**src/rtl/flash_row_erase.sv**
```systemverilog
`timescale 1ns/1ps
module flash_row_erase #(
  parameter int ADDR_W       = 15,
  parameter int ROW_WORDS    = 32,
  parameter int ERASE_CYCLES = 20,
  parameter logic [7:0] KEY_A = 8'h55,
  parameter logic [7:0] KEY_B = 8'hAA
) (
  input  logic              clk,
  input  logic              rst,
  input  logic              reg_we,
  input  logic [1:0]        reg_sel,
  input  logic [7:0]        reg_wdata,
  output logic [7:0]        reg_rdata,
  input  logic [ADDR_W-1:0] prot_limit,
  output logic              erase_req,
  output logic [ADDR_W-1:0] erase_row,
  output logic              erase_region,
  output logic              cpu_stall,
  output logic              irq
);
  localparam int ROW_BITS = $clog2(ROW_WORDS);
  localparam int HI_W     = ADDR_W - 8;
  localparam int CNT_W    = $clog2(ERASE_CYCLES + 1);

  typedef enum logic [1:0] {UL_IDLE, UL_ONE, UL_TWO} ul_t;

  ul_t               ul_q;
  logic [ADDR_W-1:0] addr_q;
  logic              wen_q, mode_q, region_q, ie_q, done_q, busy_q, req_q;
  logic [CNT_W-1:0]  cnt_q;

  logic [ADDR_W-1:0] row_base;
  logic              wr_ok, wr_ctrl, go_req, prot_hit, launch;

  assign row_base = {addr_q[ADDR_W-1:ROW_BITS], {ROW_BITS{1'b0}}};
  assign wr_ok    = reg_we && !busy_q;
  assign wr_ctrl  = wr_ok && reg_sel == 2'd2;
  assign go_req   = wr_ctrl && ul_q == UL_TWO && reg_wdata[0] && reg_wdata[1] && reg_wdata[2];
  assign prot_hit = !reg_wdata[3] && (row_base < prot_limit);
  assign launch   = go_req && !prot_hit;

  always_ff @(posedge clk) begin
    if (rst) begin
      ul_q <= UL_IDLE;
    end else if (wr_ok) begin
      if (reg_sel == 2'd3 && reg_wdata == KEY_A && ul_q == UL_IDLE)
        ul_q <= UL_ONE;
      else if (reg_sel == 2'd3 && reg_wdata == KEY_B && ul_q == UL_ONE)
        ul_q <= UL_TWO;
      else
        ul_q <= UL_IDLE;
    end
  end

  always_ff @(posedge clk) begin
    if (rst) begin
      addr_q <= '0;
    end else if (wr_ok && reg_sel == 2'd0) begin
      addr_q[7:0] <= reg_wdata;
    end else if (wr_ok && reg_sel == 2'd1) begin
      addr_q[ADDR_W-1:8] <= reg_wdata[HI_W-1:0];
    end
  end

  always_ff @(posedge clk) begin
    if (rst) begin
      wen_q    <= 1'b0;
      mode_q   <= 1'b0;
      region_q <= 1'b0;
      ie_q     <= 1'b0;
    end else if (wr_ctrl) begin
      wen_q    <= reg_wdata[1];
      mode_q   <= reg_wdata[2];
      region_q <= reg_wdata[3];
      ie_q     <= reg_wdata[5];
    end
  end

  always_ff @(posedge clk) begin
    if (rst) begin
      busy_q <= 1'b0;
      cnt_q  <= '0;
      done_q <= 1'b0;
      req_q  <= 1'b0;
    end else begin
      req_q <= launch;
      if (launch) begin
        busy_q <= 1'b1;
        cnt_q  <= CNT_W'(ERASE_CYCLES - 1);
      end else if (busy_q) begin
        if (cnt_q == '0) begin
          busy_q <= 1'b0;
          done_q <= 1'b1;
        end else begin
          cnt_q <= cnt_q - 1'b1;
        end
      end
      if (wr_ctrl)
        done_q <= done_q & reg_wdata[4];
    end
  end

  always_comb begin
    case (reg_sel)
      2'd0:    reg_rdata = addr_q[7:0];
      2'd1:    reg_rdata = 8'(addr_q[ADDR_W-1:8]);
      2'd2:    reg_rdata = {2'b00, ie_q, done_q, region_q, mode_q, wen_q, busy_q};
      default: reg_rdata = 8'h00;
    endcase
  end

  assign erase_req    = req_q;
  assign erase_row    = row_base;
  assign erase_region = region_q;
  assign cpu_stall    = busy_q;
  assign irq          = done_q && ie_q;
endmodule

```
**config.mk**
```make
export PLATFORM = sky130hd
export DESIGN_NAME = flash_row_erase
export DESIGN_NICKNAME = d
export VERILOG_FILES = /design/src/rtl/flash_row_erase.sv
export SDC_FILE = /design/constraint.sdc
export NUM_CORES = 1
export LEC_CHECK = 0
export ABC_CLOCK_PERIOD_IN_PS = 2000
export CAP_MARGIN = 20
export CELL_PAD_IN_SITES_DETAIL_PLACEMENT = 0
export CELL_PAD_IN_SITES_GLOBAL_PLACEMENT = 1
export CORE_MARGIN = 10
export CORE_UTILIZATION = 45
export CTS_CLUSTER_DIAMETER = 50
export DETAILED_ROUTE_END_ITERATION = 6
export DONT_BUFFER_PORTS = 1
export HOLD_SLACK_MARGIN = 0.02
export PLACE_DENSITY = 0.79
export SKIP_CTS_REPAIR_TIMING = 1
export SYNTH_ARGS = -nofsm -noshare
export SYNTH_HDL_FRONTEND = slang
export SYNTH_SLANG_ARGS = --single-unit
```
**constraint.sdc**
```tcl
create_clock -name clk -period 2 [get_ports clk]
set_input_delay 0.3 -clock clk [delete_from_list [all_inputs] [get_ports clk]]
set_output_delay 0.3 -clock clk [all_outputs]
set_load 0.05 [all_outputs]
```
-- Word-level counts from Yosys, hierarchy flattened
Cells that the tools add are included.
- add/sub/neg operators: 1
- magnitude comparators: 1
- equal/unequal tests: 9
- multiplexer cells: 13
- bitwise operators: 3
- reduce and logical (&&, ||, !) cells: 29
- operators with widths (cell ; count):
    one-hot mux 8 bit (3 select lines) ; 1
    logical AND 1 bit ; 15
    less-than comparator 15 bit ; 1
    two-way mux 5 bit ; 3
    equality test 8 x 7 -> 1 bit (second input constant) ; 1
    equality test 8 bit (second input constant) ; 1
    two-way mux 1 bit ; 7
    equality test 2 bit (second input constant) ; 3
    AND reduction 2 bit ; 3
    nonzero test 2 bit ; 3
    logical NOT 5 bit ; 1
    subtractor 5 x 1 -> 5 bit (second input constant) ; 1
    equality test 2 x 1 -> 1 bit (second input constant) ; 2
    logical NOT 2 bit ; 2
    two-way mux 2 bit ; 2
    inequality test 2 bit (second input constant) ; 2
    logical NOT 1 bit ; 3
    AND reduction 3 bit ; 1
    NOT 1 bit ; 2
    OR reduction 2 bit ; 1
    AND 1 bit ; 1
- flip-flop bits (word level): 29
- word-level logic and storage cells: 68

-- Depth between registers and ports, before layout
- depth after elaboration: 10
- depth in mapped cells: 7
- depth with buffers taken out: 6

-- Worst setup path before layout
OpenSTA, ideal clock, no wires.
- path kind: input to output
- start: input reg_sel[0]
- end: output reg_rdata[0]
- arrival time: 1.930 ns
- slack: -0.230 ns
- cell stages on the path: 3
- path buffers: 1
- path through: buf_1 mux2i_1 o21ai_0
- longest elaborated chain between the ends: 2
- elaborated cells between the ends (all ways): 4
- those cells by class: eq/ne: 2; mux: 1; reduce/logical: 1
- RTL lines (element ; line ; text):
    start: declaration ; 12 ; input logic [1:0] reg_sel,
    equality test 2 bit (tied with other cells) ; 105 ; case (reg_sel)
    one-hot mux 8 bit (3 select lines) (*) ; 105 ;
    end: declaration ; 14 ; output logic [7:0] reg_rdata,
Every way passes the cells marked *; elsewhere a longest branch is shown, timed or not.

-- Worst setup path after layout
- start: register addr_q[12]
- end: register cnt_q[0]
- longest elaborated chain between the ends: 6
- elaborated cells between the ends (all ways): 8
- those cells by class: order compare: 1; eq/ne: 1; mux: 1; reduce/logical: 5
- RTL lines (element ; line ; text):
    start: declaration ; 29 ; logic [ADDR_W-1:0] addr_q;
    start signal: indexed assignment ; 62 ; addr_q[ADDR_W-1:8] <= reg_wdata[HI_W-1:0];
    less-than comparator 15 bit (*) ; 40 ; assign prot_hit = !reg_wdata[3] && (row_base < prot_limit);
    logical AND 1 bit (*) ; 40 ;
    logical NOT 1 bit (*) ; 41 ; assign launch = go_req && !prot_hit;
    logical AND 1 bit (*) ; 41 ;
    inequality test 2 bit (no line) or nonzero test 2 bit (tied branches) ; -- ;
    AND reduction 2 bit (no line) ; -- ;
    end signal: assignment ; 90 ; cnt_q <= CNT_W'(ERASE_CYCLES - 1);
    end signal: assignment ; 96 ; cnt_q <= cnt_q - 1'b1;
    end: declaration ; 31 ; logic [CNT_W-1:0] cnt_q;
Marked as above.
A chain may end at the register's enable or synchronous reset.

==> summary.txt <==
Timing
  • Crit share post-route: between 80% and 90%
  • Max Fclk: 576.3 MHz
  • Setup Viol. Count Final: 0
  • TNS Setup: 0 ns
  • Rel. slew slack: 64.44%
  • Max Transition Viols Final: 0
  • Fin worst setup slack: 0.2649 ns
  • Final Skew: 0.003366 ns
  • RSZ-0062 raised after global routing: no
  • Post-route minimum period: 1.735 ns
  • Hold Slack: approximately 0.085 ns
  • Actual slew at the worst max-slew pin: 0.5259 ns
  • Final hold violation count: 0

Route
  • Vias per Instance: 5.323
  • Initial DRC Count: 77
  • Routed vias: approximately 1,500
  • First-pass DRT Iterations: 4
  • Post-Route WL: 4584 um
  • Remaining DRCs: 0
  • Antenna Nets Post-Route: 0
  • WL/cell: 16.43 um

Logic synthesis
  • Syn_area_per_cell: ~8.3 um2
  • Sequential area share after synthesis: 31.89%
  • Post-synthesis adder-cell area fraction: 8.247%
  • Synth Area in XOR/XNOR: 0.4811%
  • Distinct cell type count after synthesis: 43
  • Largest family of logic cells by synthesized area: simple AND/OR/NAND/NOR gates
  • Synth Area in Simple Gates: 22.75%
  • Mapped cell area: ~1800 um2
  • Mapped Cells: 219
  • Post-synthesis mux area share: 10.52%
  • Synthesis Warnings: 0
  • Synthesized flop and latch total: 29
  • Compound-Gate Fraction of Synth Area: 13.54%

Final layout
  • Antenna Cells: 0
  • Post-layout nets: around 270
  • Commonest non-fill, non-tap cells in the layout: 29 x dfxtp_1, 27 x nand2_1, 23 x buf_4
  • Fin area: around 2000 um2
  • Fin util: between 50% and 60%
  • Layout cells sized above 1: 15.28%
  • P&R area growth vs syn: 9.484%
  • Commonest non-fill, non-tap cell in the layout: dfxtp_1
  • Filler-free cell count of the finished design: 279

Place
  • Placed cell count: about 270
  • Placement Setup Slack: 0.2208 ns
  • DP Area: 1907 um2
  • HPWL Detailed: 3610 um
  • # port buffers: 0
  • Gpl congestion: 0.8542

GRT
  • Pin count of the biggest net entering global routing: 26
  • Gr usage total: approximately an eighth
  • Vias in the first global route: roughly 1,500
  • Initial antenna violation count: 0
  • First-pass GRT wire length: 7617 um
  • Grt ovf: 0

CTS
  • CTS clk-pin slew, worst paths: 0.06 ns
  • Clock tree buffer depth: 2
  • Clock buffers created by TritonCTS: 5
  • CTS tree: built
  • CTS Root Cell: clkbuf_8
  • Worst-Skew Late Latency: 0.28 ns
  • CTS sink cnt: 29
  • H-tree depth: 2

Worst setup path
  • WS Path Type: reg2reg
  • Startpoint Class: flop
  • Endpoint class of the critical path: flop
  • CP Max Fanout: 6
  • Cell family with most CP delay: compound AO/OA/AOI/OAI gates
  • CP Data Required Time: 2.17 ns
  • Crit-path cells: ha_1 > a211oi_1 > o21ai_0 > a22o_1 > o31a_1
  • Critical Path AT: 1.90 ns
  • Max incr delay on CP: between 0.3 and 0.4 ns
  • Worst path buffer plus inverter count: 0
  • CP max-delay cell: a22o_1

Floorplanning
  • I/O pins: 55
  • Die Height: 83.61 um
  • Area of the die: 6990 um2
  • Initial core utilization: 45.84%
  • Row count: 23
  • Core area: a little under 4000 um2
  • Chip width: 83.61 um

Hold path
  • Hold Path Class: in2reg

Pwr
  • VDD IR max: approximately 440 uV
  • P_leak: 0.8678 nW
  • PD cells: approximately 630 nW/um2
  • Total power: 1.248 mW

Run status
  • Status: complete, no violations

Flow run
  • Maxcap violations: 0
## flip-flops by register name, indices dropped and copies added, names as in the netlist
name,count
addr_q,15
cnt_q,5
ul_q,2
cpu_stall,1
done_q,1
erase_region,1
erase_req,1
ie_q,1
mode_q,1
wen_q,1
## Yosys cell counts (all sizes together)
cell	n	area, um2
nand3b	3	22.52
nor4	2	12.51
o21a	1	7.510
a22o	1	8.760
ha	12	150.1
a21o	2	15.01
mux2	1	11.26
and4	1	8.760
a211oi	2	15.01
o31ai	2	28.78
or4	5	41.29
buf	19	143.9
nor2	17	63.81
nand2	27	101.4
nor3	5	35.03
mux2i	18	180.2
inv	15	56.30
dfxtp	29	580.6
o31a	3	26.28
nand4	2	12.51
clkbuf	4	15.01
and2	1	6.260
o21ai	12	60.06
nor2b	1	6.260
nor3b	2	15.01
clkdlybuf4s18	1	10.01
nand2b	1	6.260
or3	2	12.51
xnor2	1	8.760
nor4b	2	17.52
nand4b	1	8.760
or4b	1	10.01
and3	2	12.51
a21oi	17	85.08
conb	1	3.750
nand3	2	10.01
nand4bb	1	11.26
## area by class of cell
cell class | instances | area (um2)
flip-flops and latches | 29 | 580.6
fillers | 409 | 1978
multi-input cells | 155 | 1035
inverters | 15 | 56.30
well taps | 50 | 62.56
clock buffers | 7 | 86.33
repair buffers | 23 | 172.7
## power breakdown
part / switching [mW] / internal (mW) / total, mW
Clock: 0.203 / 0.272 / 0.475
Sequential: 0.00651 / 0.591 / 0.597
Combinational: 0.119 / 0.0564 / 0.175
Total: 0.329 / 0.919 / 1.25
## worst paths after layout
check | endpoint | slack, ns | cells past startpoint | startpoint
setup / recovery | cnt_q[0]$_SDFFE_PP0P_ | 0.26 | 5 | addr_q[12]$_SDFFE_PP0P_
hold / removal | addr_q[7]$_SDFFE_PP0P_ | 0.09 | 1 | rst
hold reg to reg | addr_q[3]$_SDFFE_PP0P_ | 0.45 | 2 | addr_q[3]$_SDFFE_PP0P_
setup reg to reg | cnt_q[0]$_SDFFE_PP0P_ | 0.26 | 5 | addr_q[12]$_SDFFE_PP0P_
## per-layer routing
| layer | vias up | part of all wire [%] | track usage, % |
|---|---|---|---|
| met4 | 0 | 1.4 | 5.023 |
| li1 | 758 | - | - |
| met5 | - | 0 | 0 |
| met1 | 678 | 45 | 14.99 |
| met2 | 44 | 44 | 20.42 |
| met3 | 5 | 9.9 | 7.129 |
## logic make-up (layout without fill, tap and decap cells)
kind of cell               after synthesis  after routing
xor gates and xnor gates                 1              1
muxes                                   19             19
DFF                                     29             29
buffers and inverters                   39             45
AOI/OAI and AO/OA                       40             40
other                                    1              5
adders and majority gates               12             12
and+or+nand+nor                         78             78
## worst reg2reg max path, cell delays in order, from the launching register on
cell      delay [ns]
dfxtp_1         0.31
ha_1            0.30
a211oi_1        0.21
o21ai_0         0.16
a22o_1          0.33
o31a_1          0.31
No activity file was read; power rests on OpenSTA's default activity.
